## config.mk

```make
export PLATFORM = sky130hd
export DESIGN_NAME = a20_gate_ctrl
export DESIGN_NICKNAME = d
export VERILOG_FILES = /design/src/rtl/a20_pkg.sv /design/src/rtl/a20_sync.sv /design/src/rtl/a20_regs.sv /design/src/rtl/a20_combine.sv /design/src/rtl/a20_gate_ctrl.sv
export SDC_FILE = /design/constraint.sdc
export NUM_CORES = 1
export LEC_CHECK = 0
export ABC_AREA = 0
export BUFFER_PORTS_ARGS = -buffer_cell sky130_fd_sc_hd__buf_2
export CAP_MARGIN = 20
export CELL_PAD_IN_SITES_DETAIL_PLACEMENT = 0
export CELL_PAD_IN_SITES_GLOBAL_PLACEMENT = 2
export CORE_MARGIN = 2
export CORE_UTILIZATION = 29
export DETAILED_ROUTE_END_ITERATION = 8
export HOLD_SLACK_MARGIN = 0.08
export PLACE_DENSITY = 0.89
export SYNTH_ARGS = -nofsm -noshare
export SYNTH_HDL_FRONTEND = slang
export SYNTH_HIERARCHICAL = 1
export SYNTH_SLANG_ARGS = --single-unit
```

## constraint.sdc

```tcl
create_clock -name clk -period 3.1 [get_ports clk]
set_input_delay 0.62 -clock clk [delete_from_list [all_inputs] [get_ports clk]]
set_output_delay 0.62 -clock clk [all_outputs]
set_load 0.01 [all_outputs]
```

## src/rtl/a20_pkg.sv

```systemverilog
// Package: shared I/O decode constants for the A20 gate block.
// Assumes a 16-bit I/O address space and an 8-bit data path.
package a20_pkg;
    localparam int          ADDR_W     = 16;
    localparam int          DATA_W     = 8;
    localparam logic [15:0] IDX_PORT   = 16'h0022;
    localparam logic [15:0] DAT_PORT   = 16'h0023;
    localparam logic [15:0] FAST_PORT  = 16'h0092;
    localparam logic [7:0]  GATE_INDEX = 8'h6F;
    localparam int          GATE_BIT   = 1;

    typedef struct packed {
        logic cfg_gate;
        logic fast_gate;
    } gate_bits_t;
endpackage

```

## src/rtl/a20_sync.sv

```systemverilog
// Module: multi-flop synchronizer for one asynchronous level.
// Assumes STAGES >= 2. Reset clears the chain synchronously.
module a20_sync #(
    parameter int STAGES = 2
) (
    input  logic clk,
    input  logic rst_n,
    input  logic d_async,
    output logic q_sync
);
    localparam int WARM_W = $clog2(STAGES + 1);

    logic [STAGES-1:0] chain;

    // Shift the asynchronous level through the flop chain.
    always_ff @(posedge clk) begin
        if (!rst_n) chain <= '0;
        else        chain <= {chain[STAGES-2:0], d_async};
    end

    assign q_sync = chain[STAGES-1];

    // Count edges since reset so the latency check waits for a full chain.
    logic [WARM_W-1:0] warm;
    always_ff @(posedge clk) begin
        if (!rst_n)                       warm <= '0;
        else if (warm != WARM_W'(STAGES)) warm <= warm + 1'b1;
    end

    generate
        if (STAGES == 2) begin : g_chk2
            // output equals the input from two edges earlier
            assert_sync_delay_R3: assert property (@(posedge clk) disable iff (!rst_n)
                (warm == WARM_W'(STAGES)) |-> (q_sync == $past(d_async, 2)));
        end
    endgenerate
endmodule

```

## src/rtl/a20_regs.sv

```systemverilog
// Module: I/O-mapped gate registers.
// An index/data pair reaches the configuration register at index 6Fh.
// A system control port holds the fast gate bit.
// Assumes one I/O access per cycle. Writes act at the clock edge, and
// read data is combinational while io_rd is high.
module a20_regs
    import a20_pkg::*;
#(
    parameter int AW = ADDR_W,
    parameter int DW = DATA_W
) (
    input  logic          clk,
    input  logic          rst_n,
    input  logic [AW-1:0] io_addr,
    input  logic          io_wr,
    input  logic          io_rd,
    input  logic [DW-1:0] io_wdata,
    output logic [DW-1:0] io_rdata,
    output gate_bits_t    gates
);
    logic [DW-1:0] index_q;
    logic [DW-1:0] cfg_q;
    logic          fast_q;

    logic hit_idx, hit_dat, hit_fast, idx_match;
    assign hit_idx   = (io_addr == AW'(IDX_PORT));
    assign hit_dat   = (io_addr == AW'(DAT_PORT));
    assign hit_fast  = (io_addr == AW'(FAST_PORT));
    assign idx_match = (index_q == DW'(GATE_INDEX));

    // Hold the index selected for the data port.
    always_ff @(posedge clk) begin
        if (!rst_n)                 index_q <= '0;
        else if (io_wr && hit_idx)  index_q <= io_wdata;
    end

    // Load the configuration register through the data port when it is selected.
    always_ff @(posedge clk) begin
        if (!rst_n)                             cfg_q <= '0;
        else if (io_wr && hit_dat && idx_match) cfg_q <= io_wdata;
    end

    // Load the fast gate bit from the system control port.
    always_ff @(posedge clk) begin
        if (!rst_n)                 fast_q <= 1'b0;
        else if (io_wr && hit_fast) fast_q <= io_wdata[GATE_BIT];
    end

    // Return read data for the decoded port, or 0 otherwise.
    always_comb begin
        io_rdata = '0;
        if (io_rd) begin
            if (hit_idx)                     io_rdata = index_q;
            else if (hit_dat && idx_match)   io_rdata = cfg_q;
            else if (hit_fast)               io_rdata[GATE_BIT] = fast_q;
        end
    end

    assign gates.cfg_gate  = cfg_q[GATE_BIT];
    assign gates.fast_gate = fast_q;

    // a write to the control port loads data bit 1 into the fast gate
    assert_fast_load_R4: assert property (@(posedge clk) disable iff (!rst_n)
        (io_wr && hit_fast) |=> (gates.fast_gate == $past(io_wdata[GATE_BIT])));

    // data-port writes with another index leave the register unchanged
    assert_other_index_ignored_R7: assert property (@(posedge clk) disable iff (!rst_n)
        (io_wr && hit_dat && !idx_match) |=> $stable(cfg_q));

    // the index register changes only on an index-port write
    assert_index_hold_R9: assert property (@(posedge clk) disable iff (!rst_n)
        !(io_wr && hit_idx) |=> $stable(index_q));
endmodule

```

## src/rtl/a20_combine.sv

```systemverilog
// Module: merges the gate sources and masks the CPU A20.
// Assumes every gate input is already synchronous to clk.
// Purely combinational.
module a20_combine
    import a20_pkg::*;
(
    input  logic       cpu_a20,
    input  logic       kbc_gate_s,
    input  gate_bits_t gates,
    output logic       sys_a20
);
    logic enable;

    // Any one source opens the gate; otherwise A20 is forced low.
    always_comb begin
        enable  = kbc_gate_s | gates.cfg_gate | gates.fast_gate;
        sys_a20 = cpu_a20 & enable;
    end
endmodule

```

## src/rtl/a20_gate_ctrl.sv

```systemverilog
// Module: top of the multi-source A20 gate.
// The keyboard-controller level is synchronized first. The software
// gate bits are decoded from I/O accesses. The CPU A20 passes to the
// system bus only while some source enables it.
// Assumes a single clock and a synchronous active-low reset.
module a20_gate_ctrl
    import a20_pkg::*;
#(
    parameter int AW          = ADDR_W,
    parameter int DW          = DATA_W,
    parameter int SYNC_STAGES = 2
) (
    input  logic          clk,
    input  logic          rst_n,
    input  logic          cpu_a20,
    input  logic          kbc_gate,
    input  logic [AW-1:0] io_addr,
    input  logic          io_wr,
    input  logic          io_rd,
    input  logic [DW-1:0] io_wdata,
    output logic [DW-1:0] io_rdata,
    output logic          sys_a20
);
    logic       kbc_gate_s;
    gate_bits_t gates;

    a20_sync #(.STAGES(SYNC_STAGES)) u_sync (
        .clk     (clk),
        .rst_n   (rst_n),
        .d_async (kbc_gate),
        .q_sync  (kbc_gate_s)
    );

    a20_regs #(.AW(AW), .DW(DW)) u_regs (
        .clk      (clk),
        .rst_n    (rst_n),
        .io_addr  (io_addr),
        .io_wr    (io_wr),
        .io_rd    (io_rd),
        .io_wdata (io_wdata),
        .io_rdata (io_rdata),
        .gates    (gates)
    );

    a20_combine u_comb (
        .cpu_a20    (cpu_a20),
        .kbc_gate_s (kbc_gate_s),
        .gates      (gates),
        .sys_a20    (sys_a20)
    );

    // the system A20 never rises while the CPU A20 is low
    assert_cpu_mask_R2: assert property (@(posedge clk) disable iff (!rst_n)
        !cpu_a20 |-> !sys_a20);

    // with the fast gate set, the CPU A20 passes straight through
    assert_fast_pass_R8: assert property (@(posedge clk) disable iff (!rst_n)
        gates.fast_gate |-> (sys_a20 == cpu_a20));

    // with no source enabled, the line is forced low
    assert_forced_low_R2: assert property (@(posedge clk) disable iff (!rst_n)
        (!kbc_gate_s && !gates.cfg_gate && !gates.fast_gate) |-> !sys_a20);
endmodule

```

==> run_results.csv <==
group,metric,value,unit
placement,gp_congestion,0.826,
floorplan,io_pins,39,
clock_network,clk_path_buf_depth,2,
clock_network,cts_buffers,3,
final_layout,area_delta_synth_final,24.7,%
final_layout,instances_no_fill,197,
power,ir_worst_vdd,0.177,mV
logic_synthesis,ys_types,32,
floorplan,start_util,30.5,%
sta,setup_viol,0,
setup_path,critPathMaxStageDelay,360,ps
setup_path,worstPathRequired,2480,ps
sta,rsz0062_at_grt,"false",
placement,postPlaceCellArea,0.00126,mm²
setup_path,critPathMostFrequentCell,"buf_2",
final_layout,fin_area,0.00129,mm²
sta,maxSlewViolCount,0,
floorplan,core-area,0.00339,mm²
route,viasPerCell,5.12,
setup_path,start_kind,"input pin",
route,num_vias,1008,
min_path,min_delay_path_depth,1,
setup_path,slowest_stage,"nor4b_4",
clock_network,hold_buffers,0,
sta,fmax,371,MHz
route,drc_errors,0,
logic_synthesis,synthTopCellsByArea,"dfxtp_1, mux2i_1, nand2_1",
logic_synthesis,syn_area,0.00103,mm²
sta,layout_setup_ws,402,ps
clock_network,path_clk_slew,100,ps
min_path,min-delay-start,"u_sync/chain[0]",
setup_path,crit_start,"io_addr[6]",
logic_synthesis,yosysWarnings,6,
setup_path,reg2reg_from,"u_regs/index_q[4]",
setup_path,reg2reg_depth,5,
logic_synthesis,synthArstFlopShare,0,%
min_path,hp-class,"reg -> reg",
clock_network,h-tree-depth,1,
route,routedWlPerCell,13.9,µm
placement,dp_cells,193,
sta,relSlewSlack,69.6,%
sta,fin_crit_sh,87.0,%
floorplan,chipWidth,63.7,µm
route,drtIter0Drc,51,
power,p_leak,0.580,nW
setup_path,crit_type,"in -> out",
power,finalPower,0.413,mW
sta,hold_slack,443,ps
clock_network,clock_sinks,19,
clock_network,post_cts_resized,0,
setup_path,critPathArrivalTime,2080,ps
logic_synthesis,ys.flop_type,"dfxtp_1",
clock_network,cts_setup_buffers,0,
route,first_pass_iters,4,
logic_synthesis,syn_area_per_cell,9.05,µm²
logic_synthesis,syn_inst,114,
route,antenna_left,0,
grt,track_usage,14.1,%
final_layout,nets,182,
sta,worstMarginPinSlew,453,ps
sta,finalHoldViolCount,0,
placement,dp_hpwl,2060,µm
floorplan,die_h,63.7,µm
final_layout,drive_gt1_share,35.1,%
sta,layout_min_cycle_time,2700,ps
clock_network,cts_tree,"built",
logic_synthesis,ys_ff_latch,19,
placement,portBuffers,38,
sta,fin_worst_skew,14.5,ps
grt,antenna_found_initial,0,
clock_network,root_buffer,"clkbuf_4",
run_status,status,"finished, final reports clean",
sta,tns,0,ps
setup_path,path_max_fanout,9,
grt,grt_pass1_wl,4550,µm
setup_path,end_kind,"primary output",
logic_synthesis,seq_area_frac_synth,36.8,%
run,drv_cap,0,
floorplan,rows,21,
floorplan,die_area,0.00405,mm²
logic_synthesis,synth.net_count,144,
setup_path,rrSetupSlack,1620,ps
grt,grt_max_degree,21,
logic_synthesis,synth_top_area_share,36.8,%
clock_network,clock_latency,300,ps
power,powerDensity,321,mW/mm²
grt,grt_overflow,0,
placement,pre_cts_ws,411,ps
grt,grt_pass1_vias,981,
logic_synthesis,synth_edf_count,0,
final_layout,diodes,0,
setup_path,rr_endpoint,"u_regs/cfg_q[7]",
min_path,holdPathEnd,"u_sync/chain[1]",
logic_synthesis,synth_area_leader_cell,"dfxtp_1",
final_layout,final_core_util,38.0,%
route,totalWireLength,2750,µm
setup_path,crit_chain,"buf_2 > nor4b_4 > nand4bb_1 > buf_4 > nor3_1 > o221a_2 > buf_2",
## critical path: cells and delay by family
kind            cells  cell delay [ps]
compound gates      1              220
buf+inv             3              470
simple gates        3              770
## power by group
group          switching [mW]  total, mW  internal, mW
registers            0.000215      0.245         0.245
clock network          0.0766      0.125        0.0479
logic                  0.0230     0.0429        0.0198
## worst max path at each step
stage	to	cells past startpoint	slack [ps]
floorplan	io_rdata[0]	5	800
global route	io_rdata[1]	7	310
global placement	io_rdata[1]	7	460
detailed placement	io_rdata[1]	7	410
finish	io_rdata[1]	7	400
CTS	io_rdata[1]	7	400
## cells in the mapped netlist (2+ instances only)
cell,count
dfxtp_1,19
nand2_1,17
nand4_1,10
a21oi_1,9
mux2i_1,9
o21ai_0,8
a22o_1,7
buf_2,3
inv_1,3
and2_1,2
and3_1,2
buf_4,2
clkbuf_1,2
nand3_1,2
nor4_2,2
## cells in the final DEF, fill, tap and decap left out, drive strengths merged, types with 2 or more instances in the layout
| master | instances |
|---|---|
| a21oi | 9 |
| a22o | 7 |
| and2 | 2 |
| and3 | 2 |
| buf | 41 |
| clkbuf | 3 |
| dfxtp | 19 |
| inv | 3 |
| mux2i | 9 |
| nand2 | 17 |
| nand3 | 3 |
| nand4 | 10 |
| nor3 | 2 |
| nor4 | 2 |
| nor4b | 2 |
| o21ai | 8 |
## area by class of cell
type                       count  area (µm²)
tap                           46        57.6
inverter                       3        11.3
clock buffer                   3        22.5
sequential                    19         380
timing repair buffer          41         213
multi-input combinational     84         598
fill                         355        2100
clock inverter                 1        5.00
## metal layers
layer | GRT usage [%] | vias up | wire [µm] | part of all wire, %
li1 | - | 497 | - | -
met1 | 19.2 | 469 | 1280 | 46
met2 | 21.8 | 40 | 1220 | 44
met3 | 3.75 | 2 | 232 | 8.4
met4 | 4.08 | 0 | 17 | 0.62
met5 | 0 | - | 0 | 0
## kinds of logic after synthesis
group,count (synthesis),synth area share (%)
compound gates,26,16.1
mux,9,8.73
buf+inv,11,5.21
simple gates,49,33.1
flops,19,36.8
## sequential cells by signal, summed over array words and instances (netlist names)
| name | flops |
|---|---|
| u_regs/fast_q | 1 |
| u_regs/index_q | 8 |
| u_regs/cfg_q | 8 |
| u_sync/chain | 2 |
No activity file was read; power rests on OpenSTA's default activity.
